===== src/rtl/rpam_pkg.sv =====
`timescale 1ns/1ps
package rpam_pkg;

    localparam int SLOT_W    = 3;
    localparam int NUM_SLOTS = 7;
    localparam int NUM_XCHG  = 5;

    // exchange request bit positions, lowest index has highest priority
    localparam int XC_ALT   = 0;
    localparam int XC_DE_HL = 1;
    localparam int XC_SP_HL = 2;
    localparam int XC_DE_X0 = 3;
    localparam int XC_DE_X1 = 4;

    typedef logic [SLOT_W-1:0] slot_t;

    typedef enum logic [SLOT_W-1:0] {
        NM_DE     = 3'd0,
        NM_HL     = 3'd1,
        NM_X0     = 3'd2,
        NM_X1     = 3'd3,
        NM_SP     = 3'd4,
        NM_DE_ALT = 3'd5,
        NM_HL_ALT = 3'd6,
        NM_NONE   = 3'd7
    } name_e;

    typedef struct packed {
        slot_t                 de;
        slot_t                 hl;
        slot_t                 x0;
        slot_t                 x1;
        slot_t                 sp;
        logic [2*SLOT_W-1:0]   alt;   // upper half: DE', lower half: HL'
    } ptr_set_t;

    localparam ptr_set_t PTR_RESET = '{
        de:  3'd0,
        hl:  3'd1,
        x0:  3'd2,
        x1:  3'd3,
        sp:  3'd4,
        alt: 6'b101_110
    };

    localparam slot_t SLOT_NONE = 3'd7;

endpackage


===== src/rtl/rpam_prio_pick.sv =====
`timescale 1ns/1ps
module rpam_prio_pick #(
    parameter int N = 5
) (
    input  logic [N-1:0] req_i,
    output logic [N-1:0] grant_o
);

    genvar g;
    generate
        for (g = 0; g < N; g++) begin : g_pick
            if (g == 0) begin : g_first
                assign grant_o[g] = req_i[g];
            end else begin : g_rest
                assign grant_o[g] = req_i[g] & ~(|req_i[g-1:0]);
            end
        end
    endgenerate

endmodule


===== src/rtl/rpam_ptr_table.sv =====
`timescale 1ns/1ps
module rpam_ptr_table
    import rpam_pkg::*;
(
    input  logic                clk,
    input  logic                rst_n,
    input  logic [NUM_XCHG-1:0] xchg_i,
    output ptr_set_t            ptr_o
);

    logic [NUM_XCHG-1:0] grant;
    ptr_set_t            ptr_d;
    ptr_set_t            ptr_q;

    rpam_prio_pick #(.N(NUM_XCHG)) i_pick (
        .req_i   (xchg_i),
        .grant_o (grant)
    );

    always_comb begin
        ptr_d = ptr_q;
        if (grant[XC_ALT]) begin
            ptr_d.de  = ptr_q.alt[2*SLOT_W-1:SLOT_W];
            ptr_d.hl  = ptr_q.alt[SLOT_W-1:0];
            ptr_d.alt = {ptr_q.de, ptr_q.hl};
        end
        if (grant[XC_DE_HL]) begin
            ptr_d.de = ptr_q.hl;
            ptr_d.hl = ptr_q.de;
        end
        if (grant[XC_SP_HL]) begin
            ptr_d.sp = ptr_q.hl;
            ptr_d.hl = ptr_q.sp;
        end
        if (grant[XC_DE_X0]) begin
            ptr_d.de = ptr_q.x0;
            ptr_d.x0 = ptr_q.de;
        end
        if (grant[XC_DE_X1]) begin
            ptr_d.de = ptr_q.x1;
            ptr_d.x1 = ptr_q.de;
        end
    end

    always_ff @(posedge clk) begin
        if (!rst_n) begin
            ptr_q <= PTR_RESET;
        end else begin
            ptr_q <= ptr_d;
        end
    end

    assign ptr_o = ptr_q;

endmodule


===== src/rtl/rpam_name_map.sv =====
`timescale 1ns/1ps
module rpam_name_map
    import rpam_pkg::*;
(
    input  ptr_set_t    ptr_i,
    input  logic [2:0]  name_i,
    output slot_t       slot_o
);

    name_e name;

    always_comb begin
        name = name_e'(name_i);
        unique case (name)
            NM_DE:     slot_o = ptr_i.de;
            NM_HL:     slot_o = ptr_i.hl;
            NM_X0:     slot_o = ptr_i.x0;
            NM_X1:     slot_o = ptr_i.x1;
            NM_SP:     slot_o = ptr_i.sp;
            NM_DE_ALT: slot_o = ptr_i.alt[2*SLOT_W-1:SLOT_W];
            NM_HL_ALT: slot_o = ptr_i.alt[SLOT_W-1:0];
            default:   slot_o = SLOT_NONE;
        endcase
    end

endmodule


===== src/rtl/rpam_regfile.sv =====
`timescale 1ns/1ps
module rpam_regfile
    import rpam_pkg::*;
#(
    parameter int DATA_W = 16
) (
    input  logic                              clk,
    input  logic                              rst_n,
    input  logic                              wr_en_i,
    input  slot_t                             wr_slot_i,
    input  logic [DATA_W-1:0]                 wr_data_i,
    input  slot_t                             rd_slot_i,
    output logic [DATA_W-1:0]                 rd_data_o,
    output logic [NUM_SLOTS-1:0][DATA_W-1:0]  file_o
);

    logic [NUM_SLOTS-1:0]              wr_hit;
    logic [NUM_SLOTS-1:0]              rd_hit;
    logic [NUM_SLOTS-1:0][DATA_W-1:0]  file_d;
    logic [NUM_SLOTS-1:0][DATA_W-1:0]  file_q;

    genvar g;
    generate
        for (g = 0; g < NUM_SLOTS; g++) begin : g_slot
            assign wr_hit[g] = wr_en_i && (wr_slot_i == slot_t'(g));
            assign rd_hit[g] = (rd_slot_i == slot_t'(g));
        end
    endgenerate

    always_comb begin
        for (int i = 0; i < NUM_SLOTS; i++) begin
            file_d[i] = wr_hit[i] ? wr_data_i : file_q[i];
        end
    end

    always_comb begin
        rd_data_o = '0;
        for (int i = 0; i < NUM_SLOTS; i++) begin
            if (rd_hit[i]) begin
                rd_data_o = file_q[i];
            end
        end
    end

    always_ff @(posedge clk) begin
        if (!rst_n) begin
            file_q <= '0;
        end else begin
            file_q <= file_d;
        end
    end

    assign file_o = file_q;

endmodule


===== src/rtl/regpair_alias_map.sv =====
`timescale 1ns/1ps
module regpair_alias_map
    import rpam_pkg::*;
#(
    parameter int DATA_W = 16
) (
    input  logic              clk,
    input  logic              rst_n,
    input  logic [4:0]        xchg_i,
    input  logic [2:0]        rd_name_i,
    input  logic [2:0]        wr_name_i,
    input  logic              wr_en_i,
    input  logic [DATA_W-1:0] wr_data_i,
    output logic [2:0]        rd_slot_o,
    output logic [2:0]        wr_slot_o,
    output logic [DATA_W-1:0] rd_data_o
);

    ptr_set_t                          ptr_q;
    slot_t                             rd_slot;
    slot_t                             wr_slot;
    logic [NUM_SLOTS-1:0][DATA_W-1:0]  file_q;

    rpam_ptr_table i_ptr (
        .clk    (clk),
        .rst_n  (rst_n),
        .xchg_i (xchg_i),
        .ptr_o  (ptr_q)
    );

    rpam_name_map i_rd_map (
        .ptr_i  (ptr_q),
        .name_i (rd_name_i),
        .slot_o (rd_slot)
    );

    rpam_name_map i_wr_map (
        .ptr_i  (ptr_q),
        .name_i (wr_name_i),
        .slot_o (wr_slot)
    );

    rpam_regfile #(.DATA_W(DATA_W)) i_file (
        .clk       (clk),
        .rst_n     (rst_n),
        .wr_en_i   (wr_en_i),
        .wr_slot_i (wr_slot),
        .wr_data_i (wr_data_i),
        .rd_slot_i (rd_slot),
        .rd_data_o (rd_data_o),
        .file_o    (file_q)
    );

    assign rd_slot_o = rd_slot;
    assign wr_slot_o = wr_slot;

endmodule


===== config.mk =====
export PLATFORM = sky130hd
export DESIGN_NAME = regpair_alias_map
export DESIGN_NICKNAME = d
export VERILOG_FILES = /design/src/rtl/rpam_pkg.sv /design/src/rtl/rpam_prio_pick.sv /design/src/rtl/rpam_ptr_table.sv /design/src/rtl/rpam_name_map.sv /design/src/rtl/rpam_regfile.sv /design/src/rtl/regpair_alias_map.sv
export SDC_FILE = /design/constraint.sdc
export NUM_CORES = 1
export LEC_CHECK = 0
export ABC_AREA = 1
export CAP_MARGIN = 5
export CORE_UTILIZATION = 67
export DETAILED_ROUTE_END_ITERATION = 6
export DONT_BUFFER_PORTS = 1
export PLACE_DENSITY = 0.83
export SETUP_SLACK_MARGIN = 0.1
export SLEW_MARGIN = 20
export SYNTH_ARGS = -nofsm -noshare
export SYNTH_HDL_FRONTEND = slang
export SYNTH_HIERARCHICAL = 1
export SYNTH_SLANG_ARGS = --single-unit
export TNS_END_PERCENT = 30

===== constraint.sdc =====
create_clock -name clk -period 3.5 [get_ports clk]
set_input_delay 0.525 -clock clk [delete_from_list [all_inputs] [get_ports clk]]
set_output_delay 0.525 -clock clk [all_outputs]
set_load 0.02 [all_outputs]

==> Yosys cells after proc, flatten, opt, wreduce, memory -nomap -nowiden <==
Index checks and enable logic that the tools add are counted.
{ "classes": {"add_sub_neg": 0, "n_mul": 0, "div": 0, "magnitude_cmp": 0, "eq_ne": 24, "n_shift": 0, "mux": 14, "bitwise_logic": 8, "reduce_logical": 16} }
{ "ops": {"columns": ["cell", "count"], "rows": [
  ["16-bit 2-to-1 mux", 7],
  ["3-bit case mux with 7 select lines", 2],
  ["3-bit == test, second input constant", 12],
  ["3-bit by 2-bit == test with 1-bit output, second input constant", 8],
  ["3-bit by 1-bit == test with 1-bit output, second input constant", 4],
  ["3-bit logical NOT", 4],
  ["6-bit 2-to-1 mux", 2],
  ["3-bit 2-to-1 mux", 3],
  ["1-bit logical AND", 7],
  ["1-bit AND", 4],
  ["1-bit NOT", 4],
  ["4-bit nonzero test", 1],
  ["4-bit OR reduction", 1],
  ["3-bit nonzero test", 1],
  ["3-bit OR reduction", 1],
  ["2-bit OR reduction", 1]
]} }
{ "word_totals": {"reg_bits": 133, "latch_bits": 0, "ram_bits": 0, "mem_bits_ro": 0, "in_bits": 30, "out_inout_bits": 22, "elab_cells": 75, "memories": 0} }

==> Longest topological paths before layout <==
{ "depth": {"word_depth": 10, "ltp_mapped": 15, "mapped_depth_nobuf": 13} }

==> By module <==
Netlist, hierarchy kept.
{ "by_module_without_submodules": {"columns": ["module", "instances", "cells_per_inst", "area_per_inst_um2", "seq_area_each_um2"], "rows": [
  ["rpam_regfile", 1, 681, 4815.9, 2242.2],
  ["rpam_ptr_table", 1, 134, 978.4, 420.4],
  ["rpam_name_map", 2, 54, 279.0, 0.0],
  ["rpam_prio_pick", 1, 11, 46.3, 0.0]
]} }

==> Least setup slack after synthesis <==
Ideal clock, no wire load.
{ "synth_path": {"path_type": "input port to output port", "start": "in rd_name_i[0]", "end": "out rd_data_o[11]", "arrival_time_ns": 2.046, "t_required_ns": 2.975, "path_slack_ns": 0.929, "path_stages": 12, "path_buffers": 3, "path_cell_list": "buf_6 nand2_2 inv_2 o21ai_1 nand2_1 nor2_1 nand2_1 buf_6 nor3_4 buf_4 nand2_1 nand4_1"} }
{ "synth_between": {"elab_chain_len": 10, "elab_cells_between_ends": 22, "cone_classes": "12 x eq/ne; 8 x mux; 2 x reduce/logical"} }
{ "synth_rtl": {"columns": ["item", "line", "rtl"], "rows": [
  ["start, declared", "regpair_alias_map.sv:10", "input logic [2:0] rd_name_i,"],
  ["3-bit == test, or another cell as far along", "rpam_name_map.sv:14", "unique case (name)"],
  ["3-bit case mux with 7 select lines (*)", "rpam_name_map.sv:14", null],
  ["via rd_slot_o[0]", "regpair_alias_map.sv:14", "output logic [2:0] rd_slot_o,"],
  ["3-bit logical NOT", "rpam_regfile.sv:26", "assign rd_hit[g] = (rd_slot_i == slot_t'(g));"],
  ["16-bit 2-to-1 mux (6 in series)", "rpam_regfile.sv:39", "if (rd_hit[i]) begin"],
  ["16-bit 2-to-1 mux (*)", "rpam_regfile.sv:39", null],
  ["end, declared", "regpair_alias_map.sv:16", "output logic [DATA_W-1:0] rd_data_o"]
]} }
Mark *: on every way through the listed nets, which the timed path passes. The rest lies on a longest branch.

==> Worst setup path after layout <==
{ "layout_path": {"start": "reg, netlist name i_ptr/ptr_o[18]", "end": "out rd_data_o[12]"} }
{ "layout_between": {"elab_chain_len": 9, "elab_cells_between_ends": 15, "cone_classes": "6 x eq/ne; 8 x mux; 1 x reduce/logical"} }
{ "layout_rtl": {"columns": ["item", "line"], "rows": [
  ["3-bit case mux with 7 select lines (*)", "rpam_name_map.sv:14"],
  ["via rd_slot_o[0]", "regpair_alias_map.sv:14"],
  ["3-bit logical NOT", "rpam_regfile.sv:26"],
  ["16-bit 2-to-1 mux (6 in series)", "rpam_regfile.sv:39"],
  ["16-bit 2-to-1 mux (*)", "rpam_regfile.sv:39"]
]} }
Marks and branches as above.

==> flow_metrics.env <==
export IMPL_drv_slew=0
export IMPL_slowest_stage="dfxtp_1"
export IMPL_clockBufferDepth=2
export IMPL_grt_max_degree=127
export IMPL_crit_chain="nand3_1 > nand2_1 > nor2_1 > nand2_1 > buf_4 > inv_2 > nor3_4 > buf_4 > nand2_1 > nand4_1"
export IMPL_max_freq_mhz=309.9
export IMPL_hold_path_depth=1
export IMPL_cts_buffers=17
export IMPL_synth_edf_count=0
export IMPL_vdd_drop_max_mv=0.5104
export IMPL_criticalPathCategory="reg -> out"
export IMPL_synth_async_sr_flop_share_pct=0
export IMPL_io_buffers=0
export IMPL_cap_viol_max_count=0
export IMPL_clkTransAtPathRegs_ns=0.06
export IMPL_cts_sinks=133
export IMPL_p_int_mw=2.940
export IMPL_fin_crit_sh_pct=92.21
export IMPL_reg2regPathDepth=11
export IMPL_cts_tree="yes"
export IMPL_drtAntennaViolNets=0
export IMPL_ioPinCount=52
export IMPL_synth_area_leader_cell="dfxtp_1"
export IMPL_tns_ns=0
export IMPL_critPathMaxFanout=21
export IMPL_yosysTopAreaCellShare_pct=41.61
export IMPL_netlist_top_cells_count="258 x nor2_1, 133 x dfxtp_1, 125 x nand2_1"
export IMPL_n_antenna_cell=0
export IMPL_yosysMostFrequentCell="nor2_1"
export IMPL_powerDensity_nw_per_um2=584.1
export IMPL_hold_viol=0
export IMPL_syn_to_final_growth_pct=7.978
export IMPL_ys_warn_count=6
export IMPL_leakage_nw=2.767
export IMPL_die_area_um2=9945
export IMPL_design_core_area_um2=9240
export IMPL_drc=0
export IMPL_grt_pass1_wl_um=29820
export IMPL_timing_critical_path_mode_cell="nand2_1"
export IMPL_start_util_pct=69.25
export IMPL_synth_main_ff_cell="dfxtp_1"
export IMPL_yosysSeqAreaShare_pct=41.61
export IMPL_track_usage_pct=39.09
export IMPL_syn_inst=934
export IMPL_root_buffer="clkbuf_8"
export IMPL_nets=936
export IMPL_first_pass_iters=6
export IMPL_status="finished clean"
export IMPL_hp_class="in -> reg"
export IMPL_h_tree_depth=4
export IMPL_comb_power_share_pct=13.1
export IMPL_cp_arrival_ns=2.70
export IMPL_drt_wl_total_um=19000
export IMPL_drt_iter0_drc=959
export IMPL_fill_cells=717
export IMPL_cpPeakStageDelay_ns=0.49
export IMPL_multiInputGateArea_um2=3148
export IMPL_drive_gt1_share_pct=8.052
export IMPL_clk_latency_ns=0.51
export IMPL_clockPowerShare_pct=45.2
export IMPL_rows=35
export IMPL_hpwl_um=12720
export IMPL_worstMarginPinSlew_ns=0.8788
export IMPL_netSwitchingFraction_pct=27.13
export IMPL_critPathLaunchType="flop"
export IMPL_fin_total_pwr_mw=4.035
export IMPL_grt_ovfl_total=0
export IMPL_netlist_cell_type_count=26
export IMPL_slew_headroom_pct=41.20
export IMPL_grt_pass1_vias=5892
export IMPL_num_vias=6486
export IMPL_viasPerCell=6.189
export IMPL_syn_avg_cell_area_um2=6.851
export IMPL_rsz0062_at_grt="yes"
export IMPL_switchingPower_mw=1.095
export IMPL_routabilityCongestion=0.9119
export IMPL_final_setup_viol_count=0
export IMPL_skew_ns=0.009103
export IMPL_ys_top_cells_by_area="dfxtp_1 42%, nor2_1 15%, o21ai_0 9.6%, nand4_1 7.4%, nand2_1 7.3%"
export IMPL_cp_end_kind="primary output"
export IMPL_layout_min_cycle_time_ns=3.227
export IMPL_p_seq_share_pct=41.7
export IMPL_syn_nets=964
export IMPL_ff_latch_area_um2=2663
export IMPL_synthesis_area_um2=6399
export IMPL_worstPathRequired_ns=2.97
export IMPL_antenna_found_initial=0
export IMPL_die_w_um=99.73
export IMPL_routedWlPerCell_um=18.13
export IMPL_die_y_um=99.73
export IMPL_synth_ff_latch_count=133
kinds of logic after synthesis:
logic type / count (synthesis) / synth area share (%)
AO/OA/AOI/OAI: 162 / 12.79
buffers and inverters: 115 / 9.308
flip-flops: 133 / 41.61
AND/OR/NAND/NOR: 524 / 36.29
placed cells by master, fill, tap and decap left out, types with 2 or more instances in the layout:
| cell type | instances |
|---|---|
| o21ai_0 | 123 |
| nand2_2 | 2 |
| clkbuf_1 | 2 |
| nand4_1 | 76 |
| a21oi_1 | 34 |
| nand3_1 | 51 |
| o211ai_1 | 3 |
| o21ai_1 | 2 |
| buf_4 | 10 |
| nand2_1 | 125 |
| bufinv_16 | 4 |
| clkinvlp_4 | 2 |
| dfxtp_1 | 133 |
| inv_2 | 12 |
| clkinv_2 | 3 |
| clkbuf_16 | 16 |
| clkbuf_8 | 2 |
| nor2_2 | 3 |
| inv_6 | 3 |
| nor2_4 | 2 |
| inv_1 | 38 |
| inv_4 | 5 |
| nor3_4 | 4 |
| nor2_1 | 257 |
worst max-delay path, delay by kind of cell (launching register included):
family / cells / cell delay [ns]
buf+inv: 3 / 0.84
simple gates: 7 / 0.86
flops: 1 / 0.49
stage by stage:
stage	std cells	cell area [µm²]	util (%)	worst slack, ns	hold WS [ns]
2_1_floorplan	934	6399	-	0.9288	0.4295
3_3_place_gp	1016	6284	68.00	0.5677	0.4367
3_5_place_dp	1016	6284	68.00	0.5138	0.4447
4_1_cts	1048	6895	74.62	0.2453	0.09257
5_1_grt	1048	6909	74.77	0.07519	0.09413
6_report	1048	6909	74.77	0.2726	0.1072
registers in the layout, indices dropped and copies added (netlist names):
register / cells
i_file/file_o: 112
i_ptr/ptr_o: 21
power by group through the flow:
stage / Clock [mW] / Combinational [mW] / Sequential (mW)
after global routing: 1.91 / 0.579 / 1.69
after floorplan: 0 / 0.448 / 1.69
after detailed placement: 0 / 0.508 / 1.71
after global placement: 0 / 0.493 / 1.71
after CTS: 1.83 / 0.515 / 1.68
final: 1.82 / 0.529 / 1.68
worst paths after layout:
kind                startpoint                  to  slack, ns
max            i_ptr/ptr_o[18]       rd_data_o[12]       0.27
max reg2reg    i_ptr/ptr_o[18]  i_file/file_o[109]       1.05
min                  xchg_i[0]      i_ptr/ptr_o[0]       0.11
min reg2reg  i_file/file_o[60]   i_file/file_o[60]       0.46
area by class of cell:
class	count	area share [%]
Clock buffer	20	6.302
Clock inverter	12	2.553
Inverter	57	3.459
Multi-Input combinational cell	686	45.56
Sequential cell	133	38.54
Tap cell	129	2.336
Timing Repair Buffer	11	1.250
per-layer routing:
metal	vias to the layer above	global-route usage (%)	wire, µm
li1	3045	-	-
met1	2975	53.02	7559
met2	406	58.83	8441
met3	60	11.38	2488
met4	0	14.71	512
met5	-	0	0
timing repair:
action | CTS | global route
endpoints found under the setup margin | 0 | 14
gates resized for setup | 0 | 4
hold buffers | 0 | 0
setup buffers | 0 | 0
(Power assumes the default switching activity.)
